<file path="config.mk">
export PLATFORM = sky130hd
export DESIGN_NAME = divsqrt_unit
export DESIGN_NICKNAME = d
export VERILOG_FILES = /design/src/rtl/divsqrt_unit.sv
export SDC_FILE = /design/constraint.sdc
export NUM_CORES = 1
export LEC_CHECK = 0
export ABC_AREA = 1
export BUFFER_PORTS_ARGS = -buffer_cell sky130_fd_sc_hd__buf_2
export CAP_MARGIN = 5
export CORE_UTILIZATION = 55
export CTS_BUF_LIST = sky130_fd_sc_hd__clkbuf_4 sky130_fd_sc_hd__clkbuf_8 sky130_fd_sc_hd__clkbuf_16
export DETAILED_ROUTE_END_ITERATION = 10
export PLACE_DENSITY = 0.72
export RECOVER_POWER = 100
export REMOVE_ABC_BUFFERS = 1
export SYNTH_ARGS = -nofsm -noshare
export SYNTH_HDL_FRONTEND = slang
export SYNTH_SLANG_ARGS = --single-unit
</file>
<file path="constraint.sdc">
create_clock -name clk -period 12.1 [get_ports clk]
set_clock_uncertainty 0.05 [all_clocks]
set_input_delay 1.815 -clock clk [delete_from_list [all_inputs] [get_ports clk]]
set_output_delay 1.815 -clock clk [all_outputs]
set_load 0.02 [all_outputs]
</file>
<file path="src/rtl/divsqrt_unit.sv">
module divsqrt_unit #(
  parameter int W = 32
) (
  input  logic         clk,
  input  logic         rst_n,
  input  logic         wr_en,
  input  logic         rd_en,
  input  logic [2:0]   addr,
  input  logic [W-1:0] wdata,
  output logic [W-1:0] rdata,
  output logic         rd_err
);
  localparam int CW = $clog2(W + 1);
  localparam logic [2:0] A_CTL = 3'd0, A_DEND = 3'd1, A_DSOR = 3'd2, A_RAD = 3'd3, A_RES = 3'd4;
  localparam logic [CW-1:0] DIV_N = CW'(W);
  localparam logic [CW-1:0] SQ_N  = CW'(W / 2);

  logic uns_q, rem_q, zen_q, man_q, dz_q;
  logic [W-1:0] dend_q, dsor_q, res_q;
  logic busy_q, op_sqrt_q, run_zero, run_rem, run_neg_q, run_neg_r;
  logic [CW-1:0] cnt_q;
  logic [W:0]   pr_q;
  logic [W-1:0] qt_q, dv_q;
  logic [W-1:0] sq_op, sq_rt, sq_bit;

  wire wr_ctl     = wr_en && addr == A_CTL;
  wire launch_div = (wr_ctl && wdata[0]) || (wr_en && addr == A_DSOR && !man_q);
  wire launch_sq  = wr_en && addr == A_RAD;
  wire launch     = launch_div || launch_sq;
  wire [W-1:0] dsor_in = (wr_en && addr == A_DSOR) ? wdata : dsor_q;
  wire uns_in = wr_ctl ? wdata[1] : uns_q;
  wire rem_in = wr_ctl ? wdata[2] : rem_q;
  wire zero_in = dsor_in == '0;
  wire [W-1:0] dend_mag = (!uns_in && dend_q[W-1]) ? -dend_q : dend_q;
  wire [W-1:0] dsor_mag = (!uns_in && dsor_in[W-1]) ? -dsor_in : dsor_in;

  wire [W:0]   shifted = {pr_q[W-1:0], qt_q[W-1]};
  wire [W:0]   diff    = shifted - {1'b0, dv_q};
  wire         take    = !diff[W];
  wire [W:0]   pr_n    = take ? diff : shifted;
  wire [W-1:0] qt_n    = {qt_q[W-2:0], take};
  wire [W-1:0] quo_f   = run_neg_q ? -qt_n : qt_n;
  wire [W-1:0] rem_f   = run_neg_r ? -pr_n[W-1:0] : pr_n[W-1:0];

  wire [W-1:0] trial = sq_rt + sq_bit;
  wire         sq_ge = sq_op >= trial;
  wire [W-1:0] rt_n  = sq_ge ? ((sq_rt >> 1) + sq_bit) : (sq_rt >> 1);

  always_ff @(posedge clk or negedge rst_n) begin
    if (!rst_n) begin
      {uns_q, rem_q, zen_q, man_q, dz_q} <= '0;
      dend_q <= '0; dsor_q <= '0; res_q <= '0;
      {busy_q, op_sqrt_q, run_zero, run_rem, run_neg_q, run_neg_r} <= '0;
      cnt_q <= '0; pr_q <= '0; qt_q <= '0; dv_q <= '0;
      sq_op <= '0; sq_rt <= '0; sq_bit <= '0;
    end else begin
      if (wr_ctl) {man_q, zen_q, rem_q, uns_q} <= wdata[4:1];
      if (wr_en && addr == A_DEND) dend_q <= wdata;
      if (wr_en && addr == A_DSOR) dsor_q <= wdata;
      if (launch_div) begin
        busy_q    <= 1'b1;
        op_sqrt_q <= 1'b0;
        dz_q      <= zero_in;
        run_zero  <= zero_in;
        run_rem   <= rem_in;
        run_neg_q <= !uns_in && (dend_q[W-1] ^ dsor_in[W-1]);
        run_neg_r <= !uns_in && dend_q[W-1];
        pr_q      <= '0;
        qt_q      <= zero_in ? dend_q : dend_mag;
        dv_q      <= dsor_mag;
        cnt_q     <= DIV_N;
      end else if (launch_sq) begin
        busy_q    <= 1'b1;
        op_sqrt_q <= 1'b1;
        run_zero  <= 1'b0;
        sq_op     <= wdata;
        sq_rt     <= '0;
        sq_bit    <= W'(1) << (W - 2);
        cnt_q     <= SQ_N;
      end else if (busy_q) begin
        if (!op_sqrt_q && run_zero) begin
          busy_q <= 1'b0;
          cnt_q  <= '0;
          res_q  <= run_rem ? qt_q : '1;
        end else begin
          cnt_q <= cnt_q - 1'b1;
          if (op_sqrt_q) begin
            sq_op  <= sq_ge ? sq_op - trial : sq_op;
            sq_rt  <= rt_n;
            sq_bit <= sq_bit >> 2;
          end else begin
            pr_q <= pr_n;
            qt_q <= qt_n;
          end
          if (cnt_q == 1) begin
            busy_q <= 1'b0;
            res_q  <= op_sqrt_q ? rt_n : (run_rem ? rem_f : quo_f);
          end
        end
      end
    end
  end

  always_comb begin
    rdata = '0;
    if (rd_en) begin
      case (addr)
        A_CTL:  rdata[7:0] = {busy_q && op_sqrt_q, busy_q && !op_sqrt_q, dz_q, man_q, zen_q, rem_q, uns_q, busy_q};
        A_DEND: rdata = dend_q;
        A_DSOR: rdata = dsor_q;
        A_RES:  rdata = res_q;
        default: rdata = '0;
      endcase
    end
  end

  assign rd_err = rd_en && addr == A_RES && zen_q && dz_q;

  a_r2_launch_busy: assert property (@(posedge clk) disable iff (!rst_n) launch |=> busy_q);
  a_r6_zero_one_cycle: assert property (@(posedge clk) disable iff (!rst_n)
    (busy_q && !op_sqrt_q && run_zero && !launch) |=> !busy_q);
  a_r10_idle_stable: assert property (@(posedge clk) disable iff (!rst_n)
    (!busy_q && !launch) |=> $stable(res_q));
  a_r10_count_live: assert property (@(posedge clk) disable iff (!rst_n)
    busy_q |-> (cnt_q != 0 && cnt_q <= DIV_N));
  a_r8_root_width: assert property (@(posedge clk) disable iff (!rst_n)
    (busy_q && op_sqrt_q && cnt_q == 1 && !launch) |=> (res_q >> (W / 2)) == '0);
endmodule

</file>
# Yosys cells after proc, flatten, opt, wreduce, memory -nomap -nowiden
# Cells that the tools add are included.
[totals]
register_bits = 305
input_bits = 39
out_inout_bits = 33
word_cells = 130
[classes]
addsub = 9
magnitude_cmp = 1
n_eq_ne = 9
mux = 54
bitwise_logic = 3
reduce_logical = 33
[op_table]
columns = ["cell", "count"]
rows = [
  ["$mux W32", 37],
  ["$neg A32 Y32", 4],
  ["$pmux W24 S3", 1],
  ["$sub A33 B32 Y33", 1],
  ["$add A31 B32 Y32", 1],
  ["$add A32 B32 Y32", 1],
  ["$ge A32 B32 Y1", 1],
  ["$logic_not A32 Y1", 1],
  ["$pmux W8 S4", 1],
  ["$sub A32 B32 Y32", 1],
  ["$mux W6", 4],
  ["$logic_and A1 B1 Y1", 15],
  ["$reduce_and A4 Y1", 3],
  ["$reduce_bool A2 Y1", 6],
  ["$mux W1", 11],
  ["$eq A3 B2 Y1 const B", 2],
  ["$eq A6 B1 Y1 const B", 1],
  ["$ne A2 B2 Y1 const B", 3],
  ["$sub A6 B1 Y6 const B", 1],
  ["$reduce_and A5 Y1", 1],
  ["$logic_not A1 Y1", 4],
  ["$eq A3 B1 Y1 const B", 1],
  ["$eq A3 B3 Y1 const B", 1],
  ["$logic_not A3 Y1", 1],
  ["5 further kinds", 6],
]

# Longest topological paths before layout
# Gate-level depths: netlist (run 1).
[depth]
word_depth = 8
mapped_depth = 36
depth_no_buf = 35

# Worst setup path after synthesis (run 1)
# No wires, ideal clock.
[synth_timing]
path_type = "input port to output port"
startpoint = "input port addr[1]"
endpoint = "output port rdata[4]"
arrival_time_ps = 2943
required_ps = 10235
setup_slack_ps = 7292
cell_stages = 6
n_path_buf = 1
path_cell_list = "nor2_1 -> nand2_1 -> inv_1 -> clkbuf_1 -> a221oi_1 -> nor2_1"
[synth_between]
elab_chain_cells = 3
word_cells_on_any_way = 6
classes_between = "eq/ne: 3; mux: 2; reduce/logical: 1"
[synth_lines]
columns = ["element", "line_no", "text"]
rows = [
  ["start: declaration", "8", "input logic [2:0] addr,"],
  ["$eq A3 B3 Y1 (tied with other cells)", "107", "case (addr)"],
  ["$pmux W8 S4 (*)", "107", ""],
  ["$mux W32 (*)", "106", "if (rd_en) begin"],
  ["end: declaration", "10", "output logic [W-1:0] rdata,"],
]
# Every way passes the cells marked *; elsewhere a longest branch is shown, timed or not.

# Final worst setup path (run 1)
[layout_timing]
startpoint = "input port addr[1]"
endpoint = "register qt_q[2]"
[layout_between]
elab_chain_cells = 8
word_cells_on_any_way = 22
classes_between = "eq/ne: 5; mux: 5; reduce/logical: 12"
[layout_lines]
columns = ["element", "line_no", "text"]
rows = [
  ["parallel branches: the longest is 8 deep, another holds $mux W32", "--", ""],
  ["end signal: assignment", "69", "qt_q <= zero_in ? dend_q : dend_mag;"],
  ["end signal: assignment", "93", "qt_q <= qt_n;"],
  ["end: declaration", "23", "logic [W-1:0] qt_q, dv_q;"],
]
# Parallel ways; which one is timed is not known.
# A chain may end at the register's enable or synchronous reset.

==> results of run 1 <==
==> kinds of logic (layout without fill, tap and decap cells) <==
| group | count (synthesis) | in the layout | synth area share (%) |
|---|---|---|---|
| simple gates | 1573 | 1573 | 28.65 |
| compound gates | 765 | 765 | 18.96 |
| buf+inv | 668 | 710 | 11.19 |
| flops | 289 | 289 | 31.36 |
| fa+ha+maj | 106 | 106 | 5.816 |
| xor+xnor | 104 | 104 | 3.949 |
| mux | 2 | 2 | 0.08680 |
==> cells in the mapped netlist, types with 26 or more instances <==
master	count
nand4_1	41
ha_1	104
o21ai_0	307
a21oi_1	192
nor2_1	316
clkbuf_1	86
o21ai_1	36
xor2_1	78
inv_1	543
a31oi_1	42
nand3_1	225
o22ai_1	61
o221ai_1	44
xnor2_1	26
nand2_1	870
dfrtp_1	289
nor3_1	52
==> power by group through the flow <==
| stage | clock, mW | sequential [mW] | combinational (mW) |
|---|---|---|---|
| floorplan | 0 | 1.55 | 3.47 |
| global placement | 0 | 1.61 | 4.66 |
| detailed placement | 0 | 1.62 | 4.75 |
| CTS | 1.11 | 1.61 | 4.79 |
| global route | 1.15 | 1.66 | 5.45 |
| finish | 1.10 | 1.62 | 4.87 |
==> tightest hold or removal path: stages, from the launching register on <==
cell	delay, ps
dfrtp_1	340
nand2_1	50
o21ai_0	60
==> stage by stage <==
step	hold WS, ps	total power, mW
floorplan	399.4	5.019
global placement	412.5	6.271
detailed placement	421.4	6.372
CTS	437.0	7.509
global route	453.6	8.254
finish	435.4	7.594
==> worst min-delay path by stage <==
stage                         start        end  slack [ps]
after floorplan           res_q[19]  res_q[19]         400
after global placement    res_q[15]  res_q[15]         410
after detailed placement  res_q[17]  res_q[17]         420
after CTS                     man_q      man_q         440
after global routing      res_q[19]  res_q[19]         450
final                       dv_q[2]    dv_q[2]         440
==> state kept, by name, indices dropped and copies added (netlist names), 6 cells and up <==
| signal | cells |
|---|---|
| sq_bit | 16 |
| cnt_q | 6 |
| sq_rt | 32 |
| pr_q | 32 |
| dsor_q | 32 |
| sq_op | 32 |
| res_q | 32 |
| dend_q | 32 |
| qt_q | 32 |
| dv_q | 32 |
==> metal layers <==
layer	part of all wire (%)	routed length, um
met1	40	32750
met2	46	37600
met3	8.6	6968
met4	4.6	3730
met5	0	0
==> layout make-up <==
cell class / instances / area, um2 / area share [%]
inverters: 549 / 2061 / 8.288
multi-input cells: 2550 / 13230 / 53.20
clock buffers: 50 / 1061 / 4.268
repair buffers: 100 / 498.0 / 2.003
well taps: 532 / 665.6 / 2.677
flip-flops and latches: 289 / 7233 / 29.09
clock inverters: 11 / 116.4 / 0.4680
==> metrics.md, run 1 <==
| Metric | Value |
|---|---|
| DRC viols | `0` |
| EDFF count, synth | `0` |
| Crit path launch type | `input port` |
| Most frequent cells in the layout | `870 x nand2_1, 544 x inv_1, 327 x o21ai_0, 319 x nor2_1, 288 x dfrtp_1` |
| Clk_lat worst skew | `560 ps` |
| TritonRoute pass-1 iters | `10` |
| CP endpoint kind | `register` |
| CTS tree | `yes` |
| Cts hold-fix bufs | `0` |
| Setup WS pre-CTS | `about 5200 ps` |
| Switching Fraction | `53.48%` |
| DRT Wirelength | `81.05 mm` |
| Fill count | `between 4,000 and 5,000` |
| Worst Path Required | `12,360 ps` |
| Port Buffer Count | `71` |
| Worst r2r dst | `sq_op[21]` |
| Via-per-instance ratio | `around 6.0` |
| Starting density of the core | `56.10%` |
| Post-CTS Resized | `0` |
| I/O pin count | `72` |
| Top_reg_cell synth | `dfrtp_1` |
| Share of cells above drive strength 1 | `4.649%` |
| Netlist Area Pre-Place | `23,060 um2` |
| Clock sinks | `slightly below 300` |
| ANT nets after route | `0` |
| Max-slew headroom | `-240.8%` |
| Initial antenna violation count | `1` |
| GR Layer Usage met3 | `6.531%` |
| Clock share of power | `around 14%` |
| Top cell type by total area after synthesis | `dfrtp_1` |
| Failing checks | `capacitance limit, slew limit` |
| Drt initial violations | `2,709` |
| Power Density | `305.4 nW/um2` |
| DR WL/cell | `19.86 um` |
| Die Y | `206.8 um` |
| Vias | `24,330` |
| GR Layer Usage met1 | `48.61%` |
| Crit. Startpoint | `addr[1]` |
| Setup violators final | `0` |
| Setup TNS | `0 ps` |
| Yosys cell types | `57` |
| Die Footprint | `42,760 um2` |
| Total number of H-tree levels | `2` |
| Worst-path clk slew | `60 ps` |
| Row cnt | `between 70 and 80` |
| CP max stage cell | `clkbuf_1` |
| Area delta synth->final | `7.801%` |
| Seq pwr share | `21.4%` |
| Hold Crit Depth | `2` |
| Max Slew Vio Count | `370` |
| Worst r2r path cells | `32` |
| Fraction of registers with async set/reset | `100.0%` |
| VDD IR max | `0.1958 mV` |
| Busiest layer in global routing | `met2` |
| CTS root buf | `clkbuf_16` |
| Num CTS Buffers | `35` |
| Final instance area | `24,860 um2` |
| Bufs on Longest Clock Path | `3` |
| Tcrit/Tclk final | `79.76%` |
| Final WS setup | `roughly 2400 ps` |
| Leak pwr | `12.29 nW` |
| GR Overflow Total | `0` |
| Setup Buffers After CTS | `0` |
| CP Class | `in -> reg` |
| Placer Congestion | `1.008` |
| Buf+Inv Stages, Crit Path | `7` |
| Core Util, Final | `60.48%` |
| Switch Pwr | `~4.1 mW` |
| Layout Nets | `3,670` |
| Post-Syn Instances | `roughly 3,500` |
| DP Area | `around 24,000 um2` |
| Status | `finished with violations` |
| Worst Tran Pin Value | `between 5000 and 6000 ps` |
| Internal | `3.533 mW` |
| Worst reg2reg startpoint | `sq_rt[2]` |
| Most used cell, CP | `clkbuf_1` |
| Logic pwr share | `~64%` |
| Post-DP HPWL | `60.91 mm` |
| Commonest non-fill, non-tap cell in the layout | `nand2_1` |
| Register area share after synthesis | `31.36%` |
| #FFs+latches synth | `289` |
| Core Footprint | `approximately 41,000 um2` |
| Crit path to | `qt_q[2]` |
| Worst hold-check path type | `reg -> reg` |
| Largest net degree at the start of global routing | `91` |
| CP arrival | `9910 ps` |
| Area contributors post-synth | `dfrtp_1 31%, nand2_1 14%, inv_1 8.8%` |
| N_diodes | `0` |
| First-pass GRT wire length | `124.5 mm` |
| Final std cells w/o fill | `around 4,100` |
| Synth top area share | `about a third` |
| Die W | `~210 um` |
| Placed insts | `4,020` |
| Crit-path max cell delay | `2060 ps` |
| Avg Inst Size Synth | `6.576 um2` |
| Hold Fails Final Rpt | `0` |
| RSZ-0062 raised after global routing | `no` |
| Yosys warns | `0` |
| Grt met2 use | `62.73%` |
| Stages on worst setup path | `13` |
| Delay-heaviest family, CP | `buffers and inverters` |
| Worst reg2reg setup slack | `5180 ps` |
| Max_cap viols | `7` |
| Crit-path max FO | `59` |
| Tmin final | `9651 ps` |
| Total track usage | `38.05%` |
| Crit-path cells | `clkbuf_1, inv_1, nor3_1, nand2_2, clkbuf_1, inv_1, nand2_1, nand2_1, inv_1, clkbuf_1, nand2_1, clkbuf_1, o221ai_1` |
| Max Clk Rate | `103.6 MHz` |
| Vias in the first global route | `22,980` |
No activity file was read; power rests on OpenSTA's default activity.
==> run 2, diff against run 1 <==
==> constraint.sdc (replaced) <==
create_clock -name clk -period 8.9 [get_ports clk]
set_clock_uncertainty 0.05 [all_clocks]
set_input_delay 1.335 -clock clk [delete_from_list [all_inputs] [get_ports clk]]
set_output_delay 1.335 -clock clk [all_outputs]
set_load 0.02 [all_outputs]
==> metrics.md, run 2 (synthesized netlist as in run 1, its figures left out) <==
| Metric | Value |
|---|---|
| Commonest non-fill, non-tap cell in the layout | `nand2_1` |
| Max-slew headroom | `-298.4%` |
| ANT nets after route | `0` |
| Placed insts | `4,017` |
| Clk_lat worst skew | `570 ps` |
| Final instance area | `~25,000 um2` |
| VDD IR max | `0.2748 mV` |
| N_diodes | `0` |
| Drt initial violations | `roughly 2,200` |
| Setup violators final | `0` |
| Switch Pwr | `5.609 mW` |
| Max Slew Vio Count | `304` |
| Clock share of power | `15.8%` |
| Row cnt | `74` |
| Leak pwr | `12.37 nW` |
| CTS root buf | `clkbuf_16` |
| Post-CTS Resized | `0` |
| Max_cap viols | `6` |
| First-pass GRT wire length | `126.5 mm` |
| Worst hold-check path type | `reg -> reg` |
| Die W | `about 210 um` |
| Crit-path max FO | `42` |
| DRC viols | `1` |
| Post-DP HPWL | `a little over 60 mm` |
| Worst Tran Pin Value | `5976 ps` |
| Clock sinks | `289` |
| Num CTS Buffers | `37` |
| Largest net degree at the start of global routing | `120` |
| TritonRoute pass-1 iters | `9` |
| Layout Nets | `around 3,700` |
| Max Clk Rate | `130.7 MHz` |
| Share of cells above drive strength 1 | `4.731%` |
| Initial antenna violation count | `1` |
| Vias in the first global route | `23,280` |
| Worst-path clk slew | `60 ps` |
| Hold Fails Final Rpt | `0` |
| Failing checks | `DRC, capacitance limit, slew limit` |
| Port Buffer Count | `71` |
| Worst reg2reg setup slack | `about 2000 ps` |
| DP Area | `23,800 um2` |
| Worst Path Required | `9290 ps` |
| Tcrit/Tclk final | `85.96%` |
| Power Density | `between 400 and 500 nW/um2` |
| Final std cells w/o fill | `4,083` |
| Via-per-instance ratio | `5.988` |
| Seq pwr share | `20.9%` |
| Status | `finished with violations` |
| Internal | `4.947 mW` |
| Switching Fraction | `53.14%` |
| I/O pin count | `72` |
| CP endpoint kind | `register` |
| Setup TNS | `0 ps` |
| CP arrival | `8040 ps` |
| Logic pwr share | `roughly 63%` |
| Starting density of the core | `56.10%` |
| GR Overflow Total | `0` |
| Total track usage | `38.56%` |
| Area delta synth->final | `8.436%` |
| DR WL/cell | `~20 um` |
| Core Footprint | `about 41,000 um2` |
| CTS tree | `yes` |
| Die Y | `206.8 um` |
| Most frequent cells in the layout | `871 x nand2_1, 544 x inv_1, 327 x o21ai_0, 319 x nor2_1, 288 x dfrtp_1` |
| Setup Buffers After CTS | `0` |
| Total number of H-tree levels | `2` |
| Bufs on Longest Clock Path | `3` |
| Fill count | `between 3,000 and 4,000` |
| Die Footprint | `roughly 43,000 um2` |
| Cts hold-fix bufs | `0` |
| Tmin final | `7651 ps` |
| Hold slack | `437.1 ps` |
| DRT Wirelength | `82.21 mm` |
| Placer Congestion | `0.9818` |
| Crit path launch type | `input port` |
| RSZ-0062 raised after global routing | `no` |
| Vias | `24,450` |
| CP Class | `in -> reg` |
## run 2: cell count changes in the layout (fill, tap and decap cells not counted), moves of 2 or more
cell        before  now
bufinv_16        2    8
clkbuf_1        44   40
clkbuf_4         7    3
clkbuf_8         6    2
clkinv_2         5    9
buf_4           21   18
clkinvlp_4       3    0
inv_6            1    4
clkbuf_2         0    2
clkinv_8         0    2
nand3_1        225  227
nand3_2          6    4
## run 2: layout make-up
cell class	instances	area (um2)	share of cell area [%]
timing repair buffer	97	485.5	1.941
tap	532	665.6	2.662
clock buffer	42	975.9	3.902
sequential	289	7233	28.92
multi-input combinational	2550	13230	52.89
clock inverter	24	361.6	1.446
inverter	549	2061	8.240
## run 2: through the flow
stage | util (%) | power (mW) | setup slack [ps]
6_report | 60.84 | 10.56 | 1249
5_1_grt | 60.84 | 11.40 | 685.2
4_1_cts | 61.14 | 10.43 | 2034
3_5_place_dp | 57.88 | 8.711 | 2055
3_3_place_gp | 57.88 | 8.581 | 2117
2_1_floorplan | - | 6.823 | -132.8
## run 2: power by group through the flow
stage               sequential [mW]  combinational, mW  clock [mW]
finish                         2.21               6.68        1.67
CTS                            2.19               6.56        1.68
global placement               2.19               6.39           0
detailed placement             2.20               6.51           0
floorplan                      2.11               4.71           0
global route                   2.25               7.41        1.73
## run 2: worst max-delay path: stages
cell	delay, ps
buf_2	110
inv_1	110
nor3_4	40
clkbuf_1	400
nand2_1	610
clkbuf_1	1270
inv_1	590
or2_2	440
o21ai_0	150
nand2_1	100
nor2_1	360
nand3_1	280
nor2_1	250
nand2_1	100
or2_0	260
nand2_2	500
inv_2	370
nand2_1	200
o21ai_0	120
or2_0	230
nand3_1	70
nand2_1	70
## run 2: layer usage
metal,global-route usage (%),vias to the layer above,share of wire [%]
met1,48.83,11520,40
met2,64.05,1162,47
met5,0,-,0.017
met3,5.965,231,8.0
met4,19.13,2,5.1
li1,-,11530,-
## run 2: final timing paths
check	from	cells after the start	end
setup / recovery	addr[1]	22	qt_q[28]
hold / removal	res_q[17]	2	res_q[17]
setup reg to reg	sq_rt[2]	32	sq_op[21]
hold reg to reg	res_q[17]	2	res_q[17]
max in group asynchronous	rst_n	1	run_rem
min in group asynchronous	rst_n	1	sq_op[0]
